File: src/rtl/dreq_pkg.sv
package dreq_pkg;

  localparam logic [3:0] SRC_PIN    = 4'b0000;
  localparam logic [3:0] SRC_AUTO   = 4'b0100;
  localparam logic [3:0] SRC_PERIPH = 4'b1000;

  typedef enum logic [1:0] {
    DET_LOW  = 2'b00,
    DET_FALL = 2'b01,
    DET_HIGH = 2'b10,
    DET_RISE = 2'b11
  } det_e;

  typedef enum logic [1:0] {
    K_PIN,
    K_AUTO,
    K_PERIPH,
    K_NONE
  } kind_e;

  // Decode a source code, refusing capabilities this channel lacks.
  function automatic kind_e src_kind(input logic [3:0] src, input bit ext_ok,
                                     input bit sel_ok);
    kind_e k;
    if (src == SRC_AUTO)                 k = K_AUTO;
    else if (src == SRC_PIN && ext_ok)   k = K_PIN;
    else if (src == SRC_PERIPH && sel_ok) k = K_PERIPH;
    else                                 k = K_NONE;
    return k;
  endfunction

  function automatic bit det_is_edge(input det_e d);
    return d[0];
  endfunction

  // Level match: bit 1 of the code gives the active level.
  function automatic bit level_hit(input det_e d, input logic s);
    return (s == d[1]);
  endfunction

  function automatic bit edge_hit(input det_e d, input logic cur, input logic prev);
    bit r;
    case (d)
      DET_RISE: r = cur && !prev;
      DET_FALL: r = !cur && prev;
      default:  r = 1'b0;
    endcase
    return r;
  endfunction

  // Burst issue only for self request or a level-detected pin.
  function automatic bit burst_allowed(input kind_e k, input det_e d, input logic b);
    bit r;
    case (k)
      K_AUTO:  r = b;
      K_PIN:   r = b && !det_is_edge(d);
      default: r = 1'b0;
    endcase
    return r;
  endfunction

endpackage

File: src/rtl/dreq_cfg_reg.sv
module dreq_cfg_reg
  import dreq_pkg::*;
#(
  parameter int SRC_W = 4
) (
  input  logic             clk,
  input  logic             rst_n,
  input  logic             wr,
  input  logic [SRC_W-1:0] src_in,
  input  logic [1:0]       det_in,
  input  logic             burst_in,
  input  logic             chan_en,
  output logic [SRC_W-1:0] src_q,
  output det_e             det_q,
  output logic             burst_q
);

  logic src_load;
  assign src_load = wr && !chan_en;

  always_ff @(posedge clk or negedge rst_n) begin
    if (!rst_n) begin
      src_q   <= '0;
      det_q   <= DET_LOW;
      burst_q <= 1'b0;
    end else begin
      if (src_load) src_q <= src_in;
      if (wr) begin
        det_q   <= det_e'(det_in);
        burst_q <= burst_in;
      end
    end
  end

endmodule

File: src/rtl/dreq_pin_detect.sv
module dreq_pin_detect
  import dreq_pkg::*;
#(
  parameter int SYNC_STAGES = 2
) (
  input  logic clk,
  input  logic rst_n,
  input  logic pin,
  input  det_e det,
  input  logic arm,
  input  logic take,
  output logic hit,
  output logic pend,
  output logic edge_seen
);

  localparam int LAST = SYNC_STAGES - 1;

  logic [LAST:0] chain;
  logic          s_now;
  logic          s_prev;

  generate
    if (SYNC_STAGES == 1) begin : g_one
      always_ff @(posedge clk or negedge rst_n) begin
        if (!rst_n) chain <= '0;
        else        chain <= pin;
      end
    end else begin : g_many
      always_ff @(posedge clk or negedge rst_n) begin
        if (!rst_n) chain <= '0;
        else        chain <= {chain[LAST-1:0], pin};
      end
    end
  endgenerate

  assign s_now = chain[LAST];

  always_ff @(posedge clk or negedge rst_n) begin
    if (!rst_n) s_prev <= 1'b0;
    else        s_prev <= s_now;
  end

  assign edge_seen = edge_hit(det, s_now, s_prev);

  always_ff @(posedge clk or negedge rst_n) begin
    if (!rst_n)    pend <= 1'b0;
    else if (!arm) pend <= 1'b0;
    else           pend <= edge_seen || (pend && !take);
  end

  assign hit = arm && (det_is_edge(det) ? pend : level_hit(det, s_now));

endmodule

File: src/rtl/dreq_issue.sv
module dreq_issue (
  input  logic clk,
  input  logic rst_n,
  input  logic en,
  input  logic req,
  input  logic count_left,
  input  logic done,
  input  logic burst_eff,
  output logic start,
  output logic busy
);

  assign start = en && !busy && req && count_left;

  always_ff @(posedge clk or negedge rst_n) begin
    if (!rst_n)    busy <= 1'b0;
    else if (!en)  busy <= 1'b0;
    else if (busy) busy <= !done;
    else           busy <= start && !burst_eff;
  end

endmodule

File: src/rtl/dma_req_front.sv
module dma_req_front
  import dreq_pkg::*;
#(
  parameter bit EXT_CAPABLE = 1'b1,
  parameter bit SEL_CAPABLE = 1'b1,
  parameter int SYNC_STAGES = 2
) (
  input  logic       clk,
  input  logic       rst_n,
  input  logic       cfg_wr,
  input  logic [3:0] cfg_src,
  input  logic [1:0] cfg_det,
  input  logic       cfg_burst,
  input  logic       chan_en,
  input  logic       req_pin,
  input  logic       periph_req,
  input  logic       count_left,
  input  logic       xfer_done,
  output logic       xfer_start
);

  logic [3:0] src_q;
  det_e       det_q;
  logic       burst_q;
  kind_e      kind;
  logic       pin_arm;
  logic       pin_hit;
  logic       pend;
  logic       edge_seen;
  logic       req_now;
  logic       burst_eff;
  logic       busy;
  logic       src_illegal;

  dreq_cfg_reg #(.SRC_W(4)) u_cfg (
    .clk      (clk),
    .rst_n    (rst_n),
    .wr       (cfg_wr),
    .src_in   (cfg_src),
    .det_in   (cfg_det),
    .burst_in (cfg_burst),
    .chan_en  (chan_en),
    .src_q    (src_q),
    .det_q    (det_q),
    .burst_q  (burst_q)
  );

  assign kind        = src_kind(src_q, EXT_CAPABLE, SEL_CAPABLE);
  assign src_illegal = (kind == K_NONE);
  assign pin_arm     = chan_en && (kind == K_PIN);

  dreq_pin_detect #(.SYNC_STAGES(SYNC_STAGES)) u_pin (
    .clk       (clk),
    .rst_n     (rst_n),
    .pin       (req_pin),
    .det       (det_q),
    .arm       (pin_arm),
    .take      (xfer_start),
    .hit       (pin_hit),
    .pend      (pend),
    .edge_seen (edge_seen)
  );

  always_comb begin
    case (kind)
      K_PIN:    req_now = pin_hit;
      K_AUTO:   req_now = 1'b1;
      K_PERIPH: req_now = periph_req;
      default:  req_now = 1'b0;
    endcase
  end

  assign burst_eff = burst_allowed(kind, det_q, burst_q);

  dreq_issue u_issue (
    .clk        (clk),
    .rst_n      (rst_n),
    .en         (chan_en),
    .req        (req_now),
    .count_left (count_left),
    .done       (xfer_done),
    .burst_eff  (burst_eff),
    .start      (xfer_start),
    .busy       (busy)
  );

endmodule

File: config.mk
export PLATFORM = sky130hd
export DESIGN_NAME = dma_req_front
export DESIGN_NICKNAME = d
export VERILOG_FILES = /design/src/rtl/dreq_pkg.sv /design/src/rtl/dreq_cfg_reg.sv /design/src/rtl/dreq_pin_detect.sv /design/src/rtl/dreq_issue.sv /design/src/rtl/dma_req_front.sv
export SDC_FILE = /design/constraint.sdc
export NUM_CORES = 1
export LEC_CHECK = 0
export BUFFER_PORTS_ARGS = -buffer_cell sky130_fd_sc_hd__buf_2
export CAP_MARGIN = 10
export CORE_AREA = 8 8 45 47
export DETAILED_ROUTE_END_ITERATION = 16
export DIE_AREA = 0 0 53 55
export GPL_ROUTABILITY_DRIVEN = 1
export GPL_TIMING_DRIVEN = 0
export PLACE_DENSITY_LB_ADDON = 0.2
export SKIP_CTS_REPAIR_TIMING = 1
export SYNTH_ARGS = -nofsm -noshare
export SYNTH_HDL_FRONTEND = slang
export SYNTH_HIERARCHICAL = 1
export SYNTH_SLANG_ARGS = --single-unit
File: constraint.sdc
create_clock -name clk -period 2.95 [get_ports clk]
set_input_delay 0.1475 -clock clk [delete_from_list [all_inputs] [get_ports clk]]
set_output_delay 0.1475 -clock clk [all_outputs]
set_load 0.1 [all_outputs]
## Word-level counts from Yosys, hierarchy flattened

Cells that the tools add are included.

- Bits in registers: 12
- Bits in latches: 0
- Memory bits (writable): 0
- ROM bits: 0
- Input port bits: 15
- Output and inout port bits: 1
- Word-level logic and storage cells: 46
- Memories: 0

- Add/subtract/negate cells: 0
- $mul: 0
- Divide/modulo/power cells: 0
- Order comparisons: 0
- Equality and inequality tests: 7
- Shift operators: 0
- Muxes and demuxes: 10
- Bitwise operators: 0
- Reductions and logical operators: 22

Operators by type and width:

| operator | count |
|---|---|
| $logic_and 1x1->1 | 11 |
| $logic_not 1->1 | 8 |
| $mux 1 | 5 |
| $eq 2x1->1 const B | 2 |
| $eq 2x2->1 const B | 2 |
| $eq 4x3->1 const B | 1 |
| $eq 4x4->1 const B | 1 |
| $logic_not 4->1 | 1 |
| $mux 2 | 2 |
| $pmux 1 s2 | 2 |
| $pmux 1 s3 | 1 |
| $logic_not 2->1 | 1 |
| $eq 1x1->1 | 1 |
| $logic_or 1x1->1 | 1 |

## Depth between registers and ports, before layout

Gate-level depths: netlist of run 1.

- Depth in word-level cells: 14
- Gate-level depth with buffers: 8
- Gate-level depth less buffers: 8

## Hierarchy

The synthesis of run 1 kept the hierarchy.

Modules (own cells, without submodules):

| module | instances | cells an instance | area an instance (um^2) | sequential area each (um^2) |
|---|---|---|---|---|
| dreq_cfg_reg | 1 | 15 | 279.0 | 175.2 |
| dreq_pin_detect | 1 | 13 | 163.9 | 100.1 |
| dreq_issue | 1 | 5 | 68.8 | 25.0 |
| dma_req_front | 1 | 7 | 66.3 | 0.0 |

## Worst setup path after synthesis of run 1

Ideal clock, no wire load.

- Path kind: reg2reg
- From: reg u_cfg.src_q[3]
- To: reg u_pin.pend
- Library setup time: 119 ps
- Arrival time: 2394 ps
- Data required time: 2831 ps
- Setup slack: 438 ps
- Cell stages (with the launch flop): 9
- Buffers on the path: 0
- Clock period less this slack: 2512 ps
- Path through: dfrtp_1 -> or3_4 -> nor3b_2 -> and2_1 -> nor3_1 -> a2111oi_1 -> and4b_2 -> nor2b_1 -> o21a_1

- Cells in the longest elaborated chain, start to end: 14
- Elaborated cells on any way between the ends: 18
- Classes of those cells: eq/ne: 4; mux: 5; reduce/logical: 9

Ends and longest elaborated chain:

| element | line | text |
|---|---|---|
| from (decl) | dreq_cfg_reg.sv:13 | `output logic [SRC_W-1:0] src_q,` |
| from (signal assigned) | dreq_cfg_reg.sv:27 | `if (src_load) src_q <= src_in;` |
| $eq 4x4->1 | dreq_pkg.sv:27 | `else if (src == SRC_PERIPH && sel_ok) k = K_PERIPH;` |
| $mux 1 | dreq_pkg.sv:27 |  |
| $mux 2 | dreq_pkg.sv:26 | `else if (src == SRC_PIN && ext_ok) k = K_PIN;` |
| $mux 2 (*) | dreq_pkg.sv:25 | `if (src == SRC_AUTO) k = K_AUTO;` |
| $logic_not 2->1 (*) | dma_req_front.sv:50 | `assign pin_arm = chan_en && (kind == K_PIN);` |
| $logic_and 1x1->1 (*) | dma_req_front.sv:50 |  |
| named net pin_arm | dma_req_front.sv:26 | `logic pin_arm;` |
| $logic_and 1x1->1 (*) | dreq_pin_detect.sv:52 | `assign hit = arm && (det_is_edge(det) ? pend : level_hit(det, s_now));` |
| named net pin_hit | dma_req_front.sv:27 | `logic pin_hit;` |
| $pmux 1 s3 (*) | dma_req_front.sv:65 | `case (kind)` |
| named net req_now | dma_req_front.sv:30 | `logic req_now;` |
| $logic_and 1x1->1 (*) (2 in a row) | dreq_issue.sv:13 | `assign start = en && !busy && req && count_left;` |
| named net xfer_start | dma_req_front.sv:19 | `output logic xfer_start` |
| $logic_not 1->1 (*) | dreq_pin_detect.sv:49 | `else pend <= edge_seen \|\| (pend && !take);` |
| $logic_and 1x1->1 (*) | dreq_pin_detect.sv:49 |  |
| $logic_or 1x1->1 (*) | dreq_pin_detect.sv:49 |  |
| $mux 1 (*) | dreq_pin_detect.sv:48 | `else if (!arm) pend <= 1'b0;` |
| to (signal assigned) | dreq_pin_detect.sv:49 |  |
| to (decl) | dreq_pin_detect.sv:13 | `output logic pend,` |

The timed path passes the listed nets; every way through them passes the cells marked *.
A chain may end at the register's enable or synchronous reset.

## Worst setup path in the final report of run 1

- From: reg u_cfg.src_q[3]
- To: out xfer_start

- Cells in the longest elaborated chain, start to end: 10
- Elaborated cells on any way between the ends: 14
- Classes of those cells: eq/ne: 4; mux: 4; reduce/logical: 6

Ends and longest elaborated chain:

| element | line |
|---|---|
| $eq 4x4->1 | dreq_pkg.sv:27 |
| $mux 1 | dreq_pkg.sv:27 |
| $mux 2 | dreq_pkg.sv:26 |
| $mux 2 (*) | dreq_pkg.sv:25 |
| $logic_not 2->1 (*) | dma_req_front.sv:50 |
| $logic_and 1x1->1 (*) | dma_req_front.sv:50 |
| named net pin_arm | dma_req_front.sv:26 |
| $logic_and 1x1->1 (*) | dreq_pin_detect.sv:52 |
| named net pin_hit | dma_req_front.sv:27 |
| $pmux 1 s3 (*) | dma_req_front.sv:65 |
| named net req_now | dma_req_front.sv:30 |
| $logic_and 1x1->1 (*) (2 in a row) | dreq_issue.sv:13 |
| to (decl) | dma_req_front.sv:19 |

Marks and branches as above.

==> results of run 1 <==
==> metrics by stage <==
stage / hold WS [ns] / cell area [um^2] / setup slack, ns / utilization [%] / instances
2_1_floorplan: -0.148 / 578 / 0.438 / - / 40
3_3_place_gp: 0.0379 / 673 / 0.441 / 48.6 / 71
3_5_place_dp: 0.0395 / 673 / 0.383 / 48.6 / 71
4_1_cts: -0.253 / 696 / 0.102 / 50.3 / 74
5_1_grt: 0.0948 / 718 / 0.0394 / 51.9 / 76
6_report: 0.109 / 718 / 0.241 / 51.9 / 76
==> final cells by class <==
cell class | instances | area, um^2
fill | 130 | 666
sequential | 12 | 300
multi-input combinational | 28 | 278
timing repair buffer | 17 | 97.6
clock buffer | 3 | 22.5
tap | 16 | 20.0
==> state kept, by name, summed over array words and instances, names as in the netlist <==
signal and flops:
u_pin/pend 1, u_cfg/src_q 4, u_pin/chain 2, u_issue/busy 1, u_pin/s_prev 1, u_cfg/det_q 2, u_cfg/burst_q 1
==> cells by family after synthesis <==
| logic type | after synthesis | share of synthesized area, % |
|---|---|---|
| simple gates | 16 | 25.1 |
| xor+xnor | 1 | 1.52 |
| compound gates | 4 | 5.19 |
| mux | 7 | 16.2 |
| flops | 12 | 51.9 |
==> final timing paths <==
kind	start	end	slack [ns]	depth (start not counted)
setup / recovery	u_cfg/src_q[3]	xfer_start	0.24	7
hold / removal	cfg_src[0]	u_cfg/src_q[0]	0.11	2
setup reg to reg	u_cfg/src_q[3]	u_pin/pend	0.67	8
hold reg to reg	u_pin/chain[0]	u_pin/chain[1]	0.35	0
max in group asynchronous	rst_n	u_cfg/src_q[2]	2.46	2
min in group asynchronous	rst_n	u_pin/s_prev	0.28	2
==> layer usage <==
layer | vias to the layer above | wire length, um | track usage, % | share of wire (%)
li1 | 187 | - | - | -
met1 | 175 | 463 | 9.09 | 47
met2 | 13 | 408 | 11.1 | 42
met3 | 3 | 76 | 3.48 | 7.8
met4 | 0 | 26 | 5.17 | 2.7
met5 | - | 0 | 0 | 0
==> worst register-to-register path, cell delays in order (launching register included) <==
cell and delay [ns]:
sky130_fd_sc_hd__dfrtp_1 0.41, sky130_fd_sc_hd__or3_4 0.41, sky130_fd_sc_hd__nor3b_2 0.20, sky130_fd_sc_hd__and2_1 0.15, sky130_fd_sc_hd__nor3_1 0.04, sky130_fd_sc_hd__a2111oi_1 0.45, sky130_fd_sc_hd__and4b_2 0.30, sky130_fd_sc_hd__nor2b_1 0.05
sky130_fd_sc_hd__o21a_1 0.15
==> power by group through the flow <==
stage	Sequential (mW)	Clock (mW)	Combinational, mW
6_report	0.194	0.0951	0.0607
5_1_grt	0.197	0.108	0.0665
3_3_place_gp	0.198	0	0.0585
2_1_floorplan	0.193	0	0.0427
4_1_cts	0.194	0.101	0.0597
3_5_place_dp	0.197	0	0.0596
==> layout by cell type (no fill, tap or decap), types with 2 or more instances in the layout <==
cell                            count
sky130_fd_sc_hd__mux2_4             4
sky130_fd_sc_hd__buf_2             14
sky130_fd_sc_hd__o21a_1             2
sky130_fd_sc_hd__dfrtp_1           12
sky130_fd_sc_hd__dlygate4sd3_1      2
sky130_fd_sc_hd__nor3b_2            2
sky130_fd_sc_hd__clkbuf_4           4
sky130_fd_sc_hd__mux2_2             3
==> results.toml, run 1 <==
[layout]
flow.area_growth_from_synthesis_pct = 24.2
drive_above_1_share_pct = 56.7
layout.nets = 77
n_antenna_cell = 0

[critical_path]
timing.critical_path.fanout_max = 4
worst_path_largest_cell_delay_ns = 0.45
worstSetupEndpointType = "output port"
setup.worst_path.class = "flip-flop to output port"
cell_by_cell_listing_of_the_critical_path = "or3_4, nor3b_2, and2_1, nor3_1, a2111oi_1, and4b_2, clkbuf_4"
critical-path-slowest-cell = "sky130_fd_sc_hd__a2111oi_1"
critPathTopFamily = "simple AND/OR/NAND/NOR gates"
setup.worst_path.start_class = "flip-flop"
cp.buffers_inverters = 1
crit_required_ns = 2.80
cp_data_arrival_time_ns = 2.56

[yosys]
synth_cells = 40
post_synth_most_frequent_cells = "sky130_fd_sc_hd__dfrtp_1 (12), sky130_fd_sc_hd__mux2_4 (4), sky130_fd_sc_hd__mux2_2 (3), sky130_fd_sc_hd__nor3b_2 (2), sky130_fd_sc_hd__o21a_1 (2)"
syn_area_um2 = 578
postSynth.topFlopCell = "sky130_fd_sc_hd__dfrtp_1"
number_of_enable_type_register_cells_in_the_synthesized_netlist = 0
post-synth-top-count-cell = "sky130_fd_sc_hd__dfrtp_1"
average_cell_area_after_synthesis_um2 = 14.5
async_s_r_ff_share_synth_pct = 100
netlist.area_leader.share_pct = 51.9
synth.net_count = 55
synth_sequential_area_ratio_pct = 51.9
netlist.top_cell.by_area = "sky130_fd_sc_hd__dfrtp_1"
postSynthRegisterBits = 12
ys.warnings.count = 6
ys_types = 22
yosys-top-cells-area = "sky130_fd_sc_hd__dfrtp_1 (52%), sky130_fd_sc_hd__mux2_4 (10%), sky130_fd_sc_hd__mux2_2 (5.8%)"

[floorplan]
io-pin-count = 16
chipHeight_um = 55
design.die.area_um2 = 2920
dieWidth_um = 53
start_util_pct = 41.8
std_cell_rows = 14
placeableCoreArea_um2 = 1380

[grt]
antenna_violations_before_repair = 0
grt_util_all_layers_pct = 7.73
first_global_vias = 428
overall_overflow_remaining_after_global_route = 0
maximum_number_of_pins_on_one_net_before_global_route_repair = 13
grt_pass1_wl_mm = 1.66

[power]
switching_share_pct = 24.0
static-leakage-power_nw = 0.328
net_switching_power_figure_mw = 0.0841
clockPowerShare_pct = 27.2
seq_power_share_pct = 55.5
pwr_per_cell_area_nw_per_um2 = 487
comb_power_share_pct = 17.4
finalPower_mw = 0.350
vdd_ir_drop_max_uv = 264
power_report.internal_total_mw = 0.266

[clocking]
tritoncts_num_sinks = 12
master_cell_of_the_clock_root_buffer = "sky130_fd_sc_hd__clkbuf_4"
tritoncts = "yes"
clock_path_buffers = 2
clk_latency_ns = 0.26
cts_max_level = 1
number_of_cts_inserted_buffers = 3
clk_pin_slew_worst_paths_ns = 0.07

[run_status]
status = "finished clean"

[flow_run]
cap_viol_max_count = 0

[sta]
finalHoldViolations = 0
report.final.setup_viol = 0
final_period_minus_worst_setup_slack_ns = 2.71
setup-tns-final_ns = 0
slew_at_the_pin_closest_to_its_max_slew_limit_ns = 0.432
relSlewSlack_pct = 71.1
finalMaxSlewViolations = 0
clock_skew_ns = 0.000181
grt_setup_unrepaired = "no"
fmax_mhz = 369
final.period_utilization_pct = 91.8

[detailed_routing]
antenna_left = 0
starting_drt_drc_count = 1
num_vias = 378
drcViolationCount = 0
drt-pass1-iter-count = 2
route.final.wire_length_um = 975
viasPerCell = 4.97
post_drt_wl_per_cell_um = 12.8

[placed_design]
buffer_ports.inserted = 15
globalplace.congestion = 0.709
detailed_place_hpwl_um = 784

[worst_hold_path]
holdCritPathClass = "primary input to flip-flop"
(Power assumes the default switching activity.)
==> run 2: changes to the inputs <==
- PLACE_DENSITY_LB_ADDON: 0.2 -> 0.08
==> results.toml, run 2 (synthesis gave the netlist of run 1 again) <==
[clocking]
cts_max_level = 1
clk_latency_ns = 0.27
clk_pin_slew_worst_paths_ns = 0.07
number_of_cts_inserted_buffers = 3
tritoncts_num_sinks = 12
master_cell_of_the_clock_root_buffer = "sky130_fd_sc_hd__clkbuf_4"
tritoncts = "yes"
clock_path_buffers = 2

[layout]
most-common-layout-cells = "sky130_fd_sc_hd__buf_2 (14), sky130_fd_sc_hd__dfrtp_1 (12), sky130_fd_sc_hd__clkbuf_4 (4), sky130_fd_sc_hd__mux2_4 (4), sky130_fd_sc_hd__mux2_2 (3)"
fillerInstances = 119
layout_commonest_cell = "sky130_fd_sc_hd__buf_2"
final_design_area_no_fill_um2 = 732
largest_reg_flops = 4
registers.top_by_ff_count = "u_cfg/src_q"
final-instance-count-excl-fill = 77
largestRegisters = "u_cfg/src_q (4), u_cfg/det_q (2), u_pin/chain (2)"
drive_above_1_share_pct = 57.4
n_antenna_cell = 0
flow.area_growth_from_synthesis_pct = 26.6
layout.nets = 77

[power]
switching_share_pct = 23.0
net_switching_power_figure_mw = 0.0875
pwr_per_cell_area_nw_per_um2 = 521
vdd_ir_drop_max_uv = 342
clockPowerShare_pct = 32.8
static-leakage-power_nw = 0.335
comb_power_share_pct = 16.1
seq_power_share_pct = 51.1
power_report.internal_total_mw = 0.294

[detailed_routing]
antenna_left = 0
num_vias = 398
viasPerCell = 5.17
drt-pass1-iter-count = 4
starting_drt_drc_count = 1
post_drt_wl_per_cell_um = 13.8
route.final.wire_length_mm = 1.06
drcViolationCount = 0

[floorplan]
io-pin-count = 16
start_util_pct = 41.8
placeableCoreArea_um2 = 1380
chipHeight_um = 55
design.die.area_um2 = 2920
dieWidth_um = 53
std_cell_rows = 14

[grt]
maximum_number_of_pins_on_one_net_before_global_route_repair = 13
grt_util_all_layers_pct = 8.35
grt_pass1_wl_mm = 1.80
overall_overflow_remaining_after_global_route = 0
first_global_vias = 413
antenna_violations_before_repair = 0

[critical_path]
crit_required_ns = 2.80
setup.worst_path.start_class = "flip-flop"
critPathTopFamily = "simple AND/OR/NAND/NOR gates"
cp.buffers_inverters = 1
timing.critical_path.fanout_max = 4
worstSetupEndpointType = "output port"
setup.worst_path.class = "flip-flop to output port"
critical-path-slowest-cell = "sky130_fd_sc_hd__a2111oi_1"
cell_by_cell_listing_of_the_critical_path = "or3_4, nor3b_2, and2_1, nor3_1, a2111oi_1, and4b_2, clkbuf_4"
worst_path_largest_cell_delay_ns = 0.42
cp_data_arrival_time_ns = 2.54

[sta]
grt_setup_unrepaired = "no"
report.final.setup_viol = 0
final_period_minus_worst_setup_slack_ns = 2.69
timing.final.ws_setup_ns = 0.259
relSlewSlack_pct = 73.3
fmax_mhz = 372
setup-tns-final_ns = 0
final.hold.worst_slack_ns = 0.111
slew_at_the_pin_closest_to_its_max_slew_limit_ns = 0.400
clock_skew_ns = 0.00483
finalHoldViolations = 0
final.period_utilization_pct = 91.2
finalMaxSlewViolations = 0

[flow_run]
cap_viol_max_count = 0

[placed_design]
dpl_worst_slack_ns = 0.425
buffer_ports.inserted = 15
placed_area_um2 = 673
dp_cells = 71
globalplace.congestion = 0.670

[worst_hold_path]
holdCritPathClass = "primary input to flip-flop"

[run_status]
status = "finished clean"
## run 2: cell count changes in the layout (fill, tap and decap cells not counted), sizes merged
cell / previous run / this run
clkbuf: 4 / 5
## run 2: stage by stage
stage	utilization [%]	total power, mW
2_1_floorplan	-	0.236
5_1_grt	52.9	0.404
4_1_cts	51.3	0.386
6_report	52.9	0.381
3_3_place_gp	48.6	0.254
3_5_place_dp	48.6	0.258
## run 2: power groups by stage
stage          registers, mW  clock network, mW  logic [mW]
2_1_floorplan          0.193                  0      0.0427
3_3_place_gp           0.197                  0      0.0577
3_5_place_dp           0.198                  0      0.0598
4_1_cts                0.195              0.131      0.0602
5_1_grt                0.197              0.139      0.0677
6_report               0.195              0.125      0.0614
## run 2: worst paths after layout
path | start | endpoint | slack (ns) | depth (start not counted)
min in group asynchronous | rst_n | u_cfg/det_q[0] | 0.29 | 2
worst max register to register | u_cfg/src_q[3] | u_pin/pend | 0.69 | 8
max in group asynchronous | rst_n | u_cfg/src_q[3] | 2.45 | 2
worst min register to register | u_pin/chain[0] | u_pin/chain[1] | 0.35 | 0
worst max-delay path | u_cfg/src_q[3] | xfer_start | 0.26 | 7
worst min-delay path | cfg_burst | u_cfg/burst_q | 0.11 | 2
## run 2: area by class of cell
class	count	area [um^2]	area share, %
sequential	12	300	41.0
clock buffer	4	36.3	4.96
multi-input combinational	28	278	37.9
tap	16	20.0	2.74
timing repair buffer	17	97.6	13.3
## run 2: per-layer routing
metal | global-route usage, % | vias up | routed length [um]
li1 | - | 188 | -
met1 | 10.0 | 199 | 511
met2 | 13.3 | 11 | 495
met3 | 1.87 | 0 | 54
met4 | 5.17 | 0 | 0
met5 | 0 | - | 0
